**src/rtl/memdec_pkg.sv**
```systemverilog
package memdec_pkg;

  localparam int NUM_REGIONS = 10;
  localparam int RG_ROM0   = 0;
  localparam int RG_ROMX   = 1;
  localparam int RG_VRAM   = 2;
  localparam int RG_EXTRAM = 3;
  localparam int RG_WRAM   = 4;
  localparam int RG_OAM    = 5;
  localparam int RG_IO     = 6;
  localparam int RG_HRAM   = 7;
  localparam int RG_IE     = 8;
  localparam int RG_MAPPER = 9;

  localparam int WRAM_OFF_W = 12;
  localparam int MAP_OFF_W  = 15;

  localparam logic [15:0] VRAM_BASE   = 16'h8000;
  localparam logic [15:0] EXT_BASE    = 16'hA000;
  localparam logic [15:0] WRAM_BASE   = 16'hC000;
  localparam logic [15:0] MIRROR_BASE = 16'hE000;
  localparam logic [15:0] OAM_BASE    = 16'hFE00;
  localparam logic [15:0] OAM_LAST    = 16'hFE9F;
  localparam logic [15:0] IO_BASE     = 16'hFF00;
  localparam logic [15:0] HRAM_BASE   = 16'hFF80;
  localparam logic [15:0] IE_ADDR     = 16'hFFFF;

  typedef enum logic [1:0] {
    BUS_CPU   = 2'd0,
    BUS_MAIN  = 2'd1,
    BUS_VIDEO = 2'd2,
    BUS_WRAM  = 2'd3
  } bus_e;

  // Internal bus of an address; the 0xC000 slice moves with the model.
  function automatic bus_e busOf(logic [15:0] addr, logic modelNew);
    if (addr < VRAM_BASE)        return BUS_MAIN;
    else if (addr < EXT_BASE)    return BUS_VIDEO;
    else if (addr < WRAM_BASE)   return BUS_MAIN;
    else if (addr < MIRROR_BASE) return modelNew ? BUS_WRAM : BUS_MAIN;
    else                         return BUS_CPU;
  endfunction

  typedef struct packed {
    logic [NUM_REGIONS-1:0] sel;
    logic                   bankWr;
    logic                   bankRd;
  } strobes_t;

endpackage

```
**src/rtl/memdec_ctrl.sv**
```systemverilog
module memdec_ctrl
  import memdec_pkg::*;
#(
  parameter logic [15:0] BANK_REG_ADDR = 16'hFF70
) (
  input  logic       reqValid,
  input  logic       reqWrite,
  input  logic [15:0] reqAddr,
  input  logic       dmaActive,
  input  logic [15:0] dmaSrc,
  input  logic [1:0] videoMode,
  input  logic       modelNew,
  output strobes_t   strobes
);

  bus_e accBus;
  bus_e srcBus;
  logic inOam;
  logic conflict;

  always_comb begin
    accBus   = busOf(reqAddr, modelNew);
    srcBus   = busOf(dmaSrc, modelNew);
    inOam    = (reqAddr >= OAM_BASE) && (reqAddr <= OAM_LAST);
    // shared-bus and sprite-RAM blocking during DMA
    conflict = dmaActive && (((srcBus != BUS_CPU) && (srcBus == accBus)) || inOam);
  end

  always_comb begin
    strobes = '0;
    if (reqValid && !conflict) begin
      if (!reqAddr[15]) begin
        if (reqWrite)          strobes.sel[RG_MAPPER] = 1'b1;
        else if (reqAddr[14])  strobes.sel[RG_ROMX]   = 1'b1;
        else                   strobes.sel[RG_ROM0]   = 1'b1;
      end else if (reqAddr < EXT_BASE) begin
        strobes.sel[RG_VRAM] = 1'b1;
      end else if (reqAddr < WRAM_BASE) begin
        strobes.sel[RG_EXTRAM] = 1'b1;
      end else if (reqAddr < OAM_BASE) begin
        strobes.sel[RG_WRAM] = 1'b1;
      end else if (reqAddr <= OAM_LAST) begin
        if (videoMode < 2'd2) strobes.sel[RG_OAM] = 1'b1;
      end else if (reqAddr < IO_BASE) begin
        strobes = '0;
      end else if (reqAddr == BANK_REG_ADDR) begin
        strobes.bankWr = reqWrite;
        strobes.bankRd = !reqWrite;
      end else if (reqAddr < HRAM_BASE) begin
        strobes.sel[RG_IO] = 1'b1;
      end else if (reqAddr < IE_ADDR) begin
        strobes.sel[RG_HRAM] = 1'b1;
      end else begin
        strobes.sel[RG_IE] = 1'b1;
      end
    end
  end

endmodule

```
**src/rtl/memdec_dp.sv**
```systemverilog
module memdec_dp
  import memdec_pkg::*;
#(
  parameter int DATA_W  = 8,
  parameter int WBANK_W = 3,
  parameter int LOCAL_W = 15
) (
  input  logic               clk,
  input  logic               rstN,
  input  logic               reqValid,
  input  logic               reqWrite,
  input  logic [14:0]        addrLow,
  input  logic [DATA_W-1:0]  reqWdata,
  input  strobes_t           strobes,
  input  logic [DATA_W-1:0]  portRdata,
  output logic [LOCAL_W-1:0] localAddr,
  output logic               memWe,
  output logic [DATA_W-1:0]  memWdata,
  output logic [WBANK_W-1:0] wramBank,
  output logic               rspValid,
  output logic [DATA_W-1:0]  rspData
);

  localparam logic [WBANK_W-1:0] BANK_RESET = WBANK_W'(1);

  function automatic logic [LOCAL_W-1:0] offsetFor(int r, logic [14:0] a,
                                                   logic [WBANK_W-1:0] b);
    case (r)
      RG_ROM0, RG_ROMX:  return LOCAL_W'(a[13:0]);
      RG_VRAM, RG_EXTRAM: return LOCAL_W'(a[12:0]);
      RG_WRAM:           return LOCAL_W'({(a[12] ? b : WBANK_W'(0)), a[WRAM_OFF_W-1:0]});
      RG_OAM:            return LOCAL_W'(a[7:0]);
      RG_IO, RG_HRAM:    return LOCAL_W'(a[6:0]);
      RG_MAPPER:         return LOCAL_W'(a[MAP_OFF_W-1:0]);
      default:           return '0;
    endcase
  endfunction

  logic [NUM_REGIONS-1:0][LOCAL_W-1:0] cand;

  for (genvar r = 0; r < NUM_REGIONS; r++) begin : g_off
    assign cand[r] = strobes.sel[r] ? offsetFor(r, addrLow, wramBank) : '0;
  end

  always_comb begin
    localAddr = '0;
    for (int r = 0; r < NUM_REGIONS; r++) localAddr = localAddr | cand[r];
  end

  assign memWe    = reqWrite && (|strobes.sel);
  assign memWdata = reqWdata;

  logic [DATA_W-1:0] rdNext;
  always_comb begin
    if (strobes.bankRd)
      rdNext = {{(DATA_W-WBANK_W){1'b1}}, wramBank};
    else if (|strobes.sel)
      rdNext = portRdata;
    else
      rdNext = '1;
  end

  always_ff @(posedge clk) begin
    if (!rstN) begin
      wramBank <= BANK_RESET;
      rspValid <= 1'b0;
      rspData  <= '1;
    end else begin
      if (strobes.bankWr)
        wramBank <= (reqWdata[WBANK_W-1:0] == '0) ? BANK_RESET : reqWdata[WBANK_W-1:0];
      rspValid <= reqValid && !reqWrite;
      if (reqValid && !reqWrite) rspData <= rdNext;
    end
  end

endmodule

```
**src/rtl/bank_mem_decoder.sv**
```systemverilog
module bank_mem_decoder
  import memdec_pkg::*;
#(
  parameter int DATA_W  = 8,
  parameter int WBANK_W = 3,
  parameter logic [15:0] BANK_REG_ADDR = 16'hFF70,
  localparam int LOCAL_W = ((WBANK_W + WRAM_OFF_W) > MAP_OFF_W) ?
                           (WBANK_W + WRAM_OFF_W) : MAP_OFF_W
) (
  input  logic                   clk,
  input  logic                   rstN,
  input  logic                   reqValid,
  input  logic                   reqWrite,
  input  logic [15:0]            reqAddr,
  input  logic [DATA_W-1:0]      reqWdata,
  output logic                   rspValid,
  output logic [DATA_W-1:0]      rspData,
  input  logic                   dmaActive,
  input  logic [15:0]            dmaSrc,
  input  logic [1:0]             videoMode,
  input  logic                   modelNew,
  output logic [NUM_REGIONS-1:0] regionSel,
  output logic [LOCAL_W-1:0]     localAddr,
  output logic                   memWe,
  output logic [DATA_W-1:0]      memWdata,
  input  logic [DATA_W-1:0]      portRdata,
  output logic [WBANK_W-1:0]     wramBank
);

  strobes_t strobes;

  memdec_ctrl #(.BANK_REG_ADDR(BANK_REG_ADDR)) u_ctrl (
    .reqValid (reqValid),
    .reqWrite (reqWrite),
    .reqAddr  (reqAddr),
    .dmaActive(dmaActive),
    .dmaSrc   (dmaSrc),
    .videoMode(videoMode),
    .modelNew (modelNew),
    .strobes  (strobes)
  );

  memdec_dp #(.DATA_W(DATA_W), .WBANK_W(WBANK_W), .LOCAL_W(LOCAL_W)) u_dp (
    .clk      (clk),
    .rstN     (rstN),
    .reqValid (reqValid),
    .reqWrite (reqWrite),
    .addrLow  (reqAddr[14:0]),
    .reqWdata (reqWdata),
    .strobes  (strobes),
    .portRdata(portRdata),
    .localAddr(localAddr),
    .memWe    (memWe),
    .memWdata (memWdata),
    .wramBank (wramBank),
    .rspValid (rspValid),
    .rspData  (rspData)
  );

  assign regionSel = strobes.sel;

endmodule

```
**config.mk**
```make
export PLATFORM = sky130hd
export DESIGN_NAME = bank_mem_decoder
export DESIGN_NICKNAME = d
export VERILOG_FILES = /design/src/rtl/memdec_pkg.sv /design/src/rtl/memdec_ctrl.sv /design/src/rtl/memdec_dp.sv /design/src/rtl/bank_mem_decoder.sv
export SDC_FILE = /design/constraint.sdc
export NUM_CORES = 1
export LEC_CHECK = 0
export ABC_AREA = 1
export BUFFER_PORTS_ARGS = -buffer_cell sky130_fd_sc_hd__buf_2
export CAP_MARGIN = 20
export CORE_MARGIN = 5
export CORE_UTILIZATION = 30
export CTS_CLUSTER_DIAMETER = 100
export DETAILED_ROUTE_END_ITERATION = 7
export PLACE_DENSITY = 0.67
export SYNTH_ARGS = -nofsm -noshare
export SYNTH_HDL_FRONTEND = slang
export SYNTH_HIERARCHICAL = 1
export SYNTH_SLANG_ARGS = --single-unit
```
**constraint.sdc**
```tcl
create_clock -name clk -period 2.4 [get_ports clk]
set_input_delay 0.36 -clock clk [delete_from_list [all_inputs] [get_ports clk]]
set_output_delay 0.36 -clock clk [all_outputs]
set_load 0.005 [all_outputs]
```
==> results of run 1 <==
[sequential cells by signal, indices dropped and copies added (netlist names)]
register,count
u_dp/rspData,8
u_dp/rspValid,1
u_dp/wramBank,3
[area by class of cell]
class / count / area (sq um) / share of cell area
clock buffers: 3 / 41.3 / 0.0207
flip-flops and latches: 12 / 240 / 0.120
multi-input cells: 149 / 790 / 0.395
well taps: 48 / 60.1 / 0.0301
inverters: 33 / 129 / 0.0645
repair buffers: 116 / 738 / 0.369
[Yosys cell counts]
master | number | area (sq um)
nor3_1 | 1 | 5.00
clkinv_1 | 1 | 3.75
or3b_1 | 1 | 8.76
a21oi_1 | 15 | 75.1
nand3_1 | 5 | 25.0
o21ai_0 | 4 | 20.0
a21boi_0 | 1 | 7.51
inv_1 | 32 | 120
o2bb2ai_1 | 1 | 8.76
nor2_2 | 7 | 43.8
nor2_4 | 2 | 22.5
nand2_4 | 1 | 11.3
nor3b_1 | 1 | 7.51
o211ai_1 | 1 | 7.51
nand2_1 | 53 | 199
or2_1 | 1 | 6.26
buf_6 | 1 | 11.3
dfxtp_1 | 12 | 240
nand2_2 | 3 | 18.8
buf_4 | 8 | 60.1
buf_2 | 2 | 10.0
or2_2 | 1 | 6.26
nor3_4 | 1 | 16.3
nand4_1 | 5 | 31.3
nand3_2 | 1 | 10.0
nor2_1 | 44 | 165
[layer usage]
metal | up-vias | wire, microns
li1 | 838 | -
met1 | 684 | 1570
met2 | 48 | 1920
met3 | 4 | 296
met4 | 0 | 34
met5 | - | 0
[metrics by stage]
step | setup TNS, ns | util | hold WS [ns] | total power, mW | setup slack (ns)
after floorplan | 0 | - | 0.459 | 0.336 | 0.286
after global placement | -0.614 | 0.469 | 0.447 | 0.441 | -0.103
after detailed placement | -0.917 | 0.469 | 0.447 | 0.444 | -0.128
after CTS | 0 | 0.500 | 0.357 | 0.648 | 0.00610
after global routing | -0.464 | 0.546 | 0.354 | 0.725 | -0.0645
final | 0 | 0.546 | 0.361 | 0.676 | 0.0114
[worst paths after layout]
check / cells after the start / from / to / slack [ns]
worst max-delay path: 18 / dmaSrc[15] / memWe / 0.01
worst min-delay path: 2 / rstN / u_dp/wramBank[0]$_SDFFE_PN1P_ / 0.36
worst max register to register: 4 / u_dp/wramBank[0]$_SDFFE_PN1P_ / u_dp/rspData[0]$_SDFFE_PN1P_ / 1.69
worst min register to register: 2 / u_dp/rspData[0]$_SDFFE_PN1P_ / u_dp/rspData[0]$_SDFFE_PN1P_ / 0.45
[power groups by stage]
stage	clock (mW)	combinational (mW)	sequential [mW]
5_1_grt	0.192	0.319	0.214
4_1_cts	0.183	0.252	0.213
3_3_place_gp	0	0.224	0.217
3_5_place_dp	0	0.227	0.217
6_report	0.175	0.288	0.213
2_1_floorplan	0	0.118	0.218
[cell families (layout without fill, tap and decap cells)]
family                 Yosys count  in the layout  synth area share
AO/OA/AOI/OAI                   22             22             0.104
flip-flops                      12             12             0.211
buffers and inverters           44            152             0.180
AND/OR/NAND/NOR                127            127             0.505
[timing repair]
item                                    in CTS  in global routing
endpoints found under the setup margin      13                 15
setup buffers                                7                  4
pin swaps                                    7                 17
gates resized for setup                     10                 41
==> out/metrics.csv, run 1 <==
stage,metric,value,unit
sta,clock skew,0.000536,ns
setup_path,critical path cell sequence,buf_6 > inv_1 > nor2_2 > nand2_1 > nand3_1 > nand2_1 > nand2_1 > nand2_1 > nand2_2 > nand2_4 > buf_6 > buf_4 > buf_4 > buf_4 > nor2_4 > nor2_4 > a21oi_2 > buf_2,
power_and_ir_drop,Worst VDD drop,0.335,mV
clock_network,Max Root-Sink Buffers,2,
floorplan,Initial Util,0.312,
global_routing,GRT Util Overall,0.135,
layout,most frequent cells in the layout,"buf_2 (71), nand2_1 (48), nor2_1 (37), buf_4 (36), inv_1 (26)",
floorplan,Die Wd,71.7,microns
setup_path,"delay-heaviest family, CP",buffers and inverters,
layout,# diodes,0,
sta,final max-slew violation count,0,
global_routing,GR Util met2,0.238,
drt,post-route ant nets,0,
layout,Nets,371,
sta,Final Critical Period,2.39,ns
power_and_ir_drop,Cell Int Power,466,uW
layout,post-layout instance area,2000,sq um
power_and_ir_drop,Sequential Power Share,0.315,
floorplan,Rows,22,
floorplan,Die Y,71.7,microns
power_and_ir_drop,switching share of power,0.311,
power_and_ir_drop,Logic pwr share,0.426,
setup_path,CP Max Fanout,7,
clock_network,clk sinks,12,
power_and_ir_drop,Switching Power,210,uW
global_routing,vias in the first global route,1396,
setup_path,Critical path buffers and inverters,7,
clock_network,CTS tree,built,
placed_design,post-placement cell area,1720,sq um
clock_network,clk_lat worst skew,0.23,ns
drt,iteration-0 DRC count of the detailed router,50,
placed_design,HPWL Detailed,2910,microns
floorplan,# IOs,102,
logic_synthesis,"Avg Cell Area, Syn",5.57,sq um
setup_path,"most used cell, CP",nand2_1,
clock_network,root buf cell,clkbuf_8,
logic_synthesis,mapped cell area,1140,sq um
sta,Max Freq,419,MHz
placed_design,RePlAce Congestion,0.764,
sta,Worst Tran Pin Value,0.416,ns
global_routing,initial antenna violation count,0,
global_routing,routing usage on met1,0.161,
global_routing,GRT overflow,0,
layout,Final Instance Count excl. Fillers,361,
sta,Slew headroom,0.722,
logic_synthesis,Syn. warnings,6,
drt,vias per cell,4.36,
global_routing,met3 Use GR,0.0449,
setup_path,Setup crit end kind,output port,
drt,Routed WL per cell,10.6,microns
logic_synthesis,Yosys reg bits,12,
setup_path,CP required,2.04,ns
power_and_ir_drop,static leakage,1.13,nW
setup_path,CP max-delay cell,buf_6,
clock_network,H-tree levels,1,
sta,Final period util,0.995,
logic_synthesis,Cells after Synth,205,
logic_synthesis,"Seq/Total Area, Yosys",0.211,
placed_design,placed cell count,347,
run,number of max-cap violations,0,
global_routing,pin count of the biggest net entering global routing,14,
layout,"most common cell after layout, fill and taps aside",buf_2,
status,status,"complete, no violations",
clock_network,Worst-path clk slew,0.05,ns
clock_network,cts hold-fix bufs,0,
setup_path,CP arrival,2.03,ns
drt,Routed WL,3820,microns
sta,Setup Viol. Count Final,0,
setup_path,CP peak stage delay,0.14,ns
clock_network,Num CTS Buffers,3,
global_routing,gr busiest metal,met2,
logic_synthesis,Netlist cell types,26,
min_path,Hold/Removal Path Class,in -> reg,
setup_path,Worst setup SP type,input pin,
power_and_ir_drop,power share of the clock group,0.258,
setup_path,critical path type,in -> out,
drt,# DRC,0,
floorplan,DIE AREA,5140,sq um
global_routing,first-pass GRT wire length,5770,microns
floorplan,placeable core region,3660,sq um
logic_synthesis,syn_nets,261,
layout,proportion of layout cells with a drive suffix above 1,0.505,
drt,DR pass1 iterations,5,
sta,Fin. Hold Viols,0,
layout,P&R area growth vs syn,75.1,%
sta,RSZ-0062 raised after global routing,true,
power_and_ir_drop,P per Cell Area,338,nW/um^2
drt,DR vias,1574,
layout,Filler cells,375,
placed_design,IO Port Bufs,77,
Note: power is estimated with default switching activity, not from simulation.
==> run 2, diff against run 1 <==
BUFFER_PORTS_ARGS = -buffer_cell sky130_fd_sc_hd__buf_4   (was -buffer_cell sky130_fd_sc_hd__buf_2)
==> out/metrics.csv, run 2 (synthesis results as in run 1) <==
stage,metric,value,unit,change
status,status,"complete, no violations",,
setup_path,CP peak stage delay,0.34,ns,+0.20 ns
layout,P&R area growth vs syn,86.2,%,
setup_path,CP Launch Point,reqAddr[13],,
placed_design,IO Port Bufs,77,,unchanged
clock_network,Worst-path clk slew,0.05,ns,about the same
layout,Final Instance Count excl. Fillers,358,,-0.83%
clock_network,clk sinks,12,,unchanged
setup_path,critical path type,in -> out,,
layout,max reg flops,8,,unchanged
layout,post-layout instance area,2120,sq um,+6.3%
setup_path,Stages on worst setup path,17,,-1
setup_path,critical path cell sequence,buf_8 > nand3_4 > nand2_2 > nand2_1 > inv_1 > nor2_1 > nand2_1 > nand2_1 > nand2_2 > nand2_4 > buf_6 > nor2_4 > nor2_4 > nand2_4 > nor3_4 > nor2_1 > buf_4,,
placed_design,placed cell count,345,,-0.58%
clock_network,Num CTS Buffers,3,,unchanged
min_path,Hold/Removal Path Class,in -> reg,,
layout,Filler cells,377,,+0.53%
global_routing,GRT Util Overall,0.142,,+0.00710
sta,Max Freq,424,MHz,+1.4%
drt,post-route ant nets,0,,unchanged
setup_path,FF-to-FF path depth,4,,unchanged
floorplan,Die Wd,71.7,microns,unchanged
drt,DR pass1 iterations,4,,-1
layout,"most common cell after layout, fill and taps aside",buf_4,,
run,number of max-cap violations,0,,unchanged
layout,# diodes,0,,unchanged
sta,Fin. Hold Viols,0,,unchanged
global_routing,vias in the first global route,1457,,+4.4%
setup_path,Critical path buffers and inverters,4,,-3
setup_path,CP arrival,2.00,ns,-0.03 ns
clock_network,Max Root-Sink Buffers,2,,unchanged
layout,largest register by flop count,u_dp/rspData,,
global_routing,GRT overflow,0,,unchanged
drt,DR vias,1518,,-3.6%
setup_path,CP required,2.04,ns,about the same
sta,Worst Tran Pin Value,0.419,ns,+0.00318 ns
sta,clock skew,0.00180,ns,+0.00126 ns
layout,proportion of layout cells with a drive suffix above 1,0.474,,-0.0306
setup_path,CP Max Fanout,7,,unchanged
power_and_ir_drop,P per Cell Area,325,nW/um^2,-3.9%
global_routing,first-pass GRT wire length,6130,microns,+6.2%
floorplan,Initial Util,0.312,,unchanged
clock_network,clk_lat worst skew,0.23,ns,about the same
floorplan,placeable core region,3660,sq um,unchanged
floorplan,DIE AREA,5140,sq um,unchanged
floorplan,Die Y,71.7,microns,unchanged
drt,vias per cell,4.24,,-2.7%
floorplan,Rows,22,,unchanged
clock_network,H-tree levels,1,,unchanged
power_and_ir_drop,Worst VDD drop,0.307,mV,-8.5%
sta,Final period util,0.982,,-0.0133
clock_network,root buf cell,clkbuf_8,,
setup_path,"most used cell, CP",nand2_1,,
power_and_ir_drop,static leakage,1.16,nW,+2.1%
placed_design,HPWL Detailed,3010,microns,+3.1%
layout,most frequent cells in the layout,"buf_4 (107), nand2_1 (49), nor2_1 (41), inv_1 (27), a21oi_1 (14)",,
layout,Nets,368,,-0.81%
sta,final max-slew violation count,0,,unchanged
setup_path,Worst setup SP type,input pin,,
placed_design,post-placement cell area,1890,sq um,+10%
setup_path,RR Endpoint,u_dp/rspData[0]$_SDFFE_PN1P_,,
setup_path,worst reg2reg startpoint,u_dp/wramBank[0]$_SDFFE_PN1P_,,
setup_path,CP max-delay cell,nor3_4,,
sta,RSZ-0062 raised after global routing,true,,
placed_design,RePlAce Congestion,0.756,,-1.0%
clock_network,CTS tree,built,,
sta,Final Critical Period,2.36,ns,-0.0318 ns
setup_path,Setup crit end kind,output port,,
layout,top flop regs,"u_dp/rspData (8), u_dp/wramBank (3), u_dp/rspValid (1)",,
setup_path,CP endpoint,localAddr[3],,
drt,iteration-0 DRC count of the detailed router,70,,+40%
global_routing,initial antenna violation count,0,,unchanged
global_routing,pin count of the biggest net entering global routing,14,,unchanged
setup_path,"delay-heaviest family, CP",simple AND/OR/NAND/NOR gates,,
sta,Setup Viol. Count Final,0,,unchanged
drt,Routed WL,3740,microns,-2.1%
drt,# DRC,0,,unchanged
drt,Routed WL per cell,10.5,microns,-1.2%
sta,Slew headroom,0.720,,-0.00212
setup_path,flop2flop setup slack,1.64,ns,-0.05 ns
floorplan,# IOs,102,,unchanged
-- run 2: cell count changes in the layout (fill, tap and decap cells not counted), moves of 2 or more --
cell	change
nor2_4	+2
nor2_1	+4
buf_8	+2
buf_6	-5
buf_4	+71
nor2_2	-6
buf_2	-71
-- run 2: per-stage QoR --
stage / worst slack [ns] / hold WS [ns] / total power, mW / TNS [ns] / utilization
2_1_floorplan: 0.286 / 0.459 / 0.336 / 0 / -
3_3_place_gp: -0.113 / 0.452 / 0.477 / -0.943 / 0.517
3_5_place_dp: -0.136 / 0.454 / 0.479 / -1.20 / 0.517
4_1_cts: -0.0181 / 0.356 / 0.682 / -0.0342 / 0.561
5_1_grt: -0.128 / 0.369 / 0.738 / -1.03 / 0.580
6_report: 0.0432 / 0.361 / 0.691 / 0 / 0.580
-- run 2: where the power goes --
group,leakage [nW],internal [mW],switching (mW)
Sequential,0.0985,0.209,0.00450
Clock,0.0216,0.110,0.0663
Combinational,1.04,0.167,0.134
Total,1.16,0.486,0.205
-- run 2: how the worst min path moves through the flow --
stage	from	endpoint	slack, ns	cells after the start
floorplan	rstN	u_dp/wramBank[0]$_SDFFE_PN1P_	0.46	1
global placement	u_dp/rspData[5]$_SDFFE_PN1P_	u_dp/rspData[5]$_SDFFE_PN1P_	0.45	2
detailed placement	u_dp/rspData[3]$_SDFFE_PN1P_	u_dp/rspData[3]$_SDFFE_PN1P_	0.45	2
CTS	rstN	u_dp/wramBank[0]$_SDFFE_PN1P_	0.36	2
global route	rstN	u_dp/wramBank[0]$_SDFFE_PN1P_	0.37	2
finish	rstN	u_dp/wramBank[0]$_SDFFE_PN1P_	0.36	2
-- run 2: repair_timing --
item / in CTS / in global routing
setup endpoints to repair: 12 / 16
resized for setup: 23 / 15
hold buffers: 0 / 0
setup buffers: 6 / 4
pin swaps: 16 / 25
-- run 2: final cells by class --
type / instances / area (sq um) / area share
clock buffers: 3 / 41.3 / 0.0194
inverters: 33 / 129 / 0.0607
multi-input cells: 149 / 764 / 0.360
flip-flops and latches: 12 / 240 / 0.113
well taps: 48 / 60.1 / 0.0283
repair buffers: 113 / 890 / 0.419
-- run 2: routing by layer --
layer  GRT usage  up-vias  share of wire
met4      0.0188        0         0.0061
met1       0.183      643           0.44
met3      0.0407        2          0.058
li1            -      836              -
met2       0.239       37           0.50
met5           0        -              0
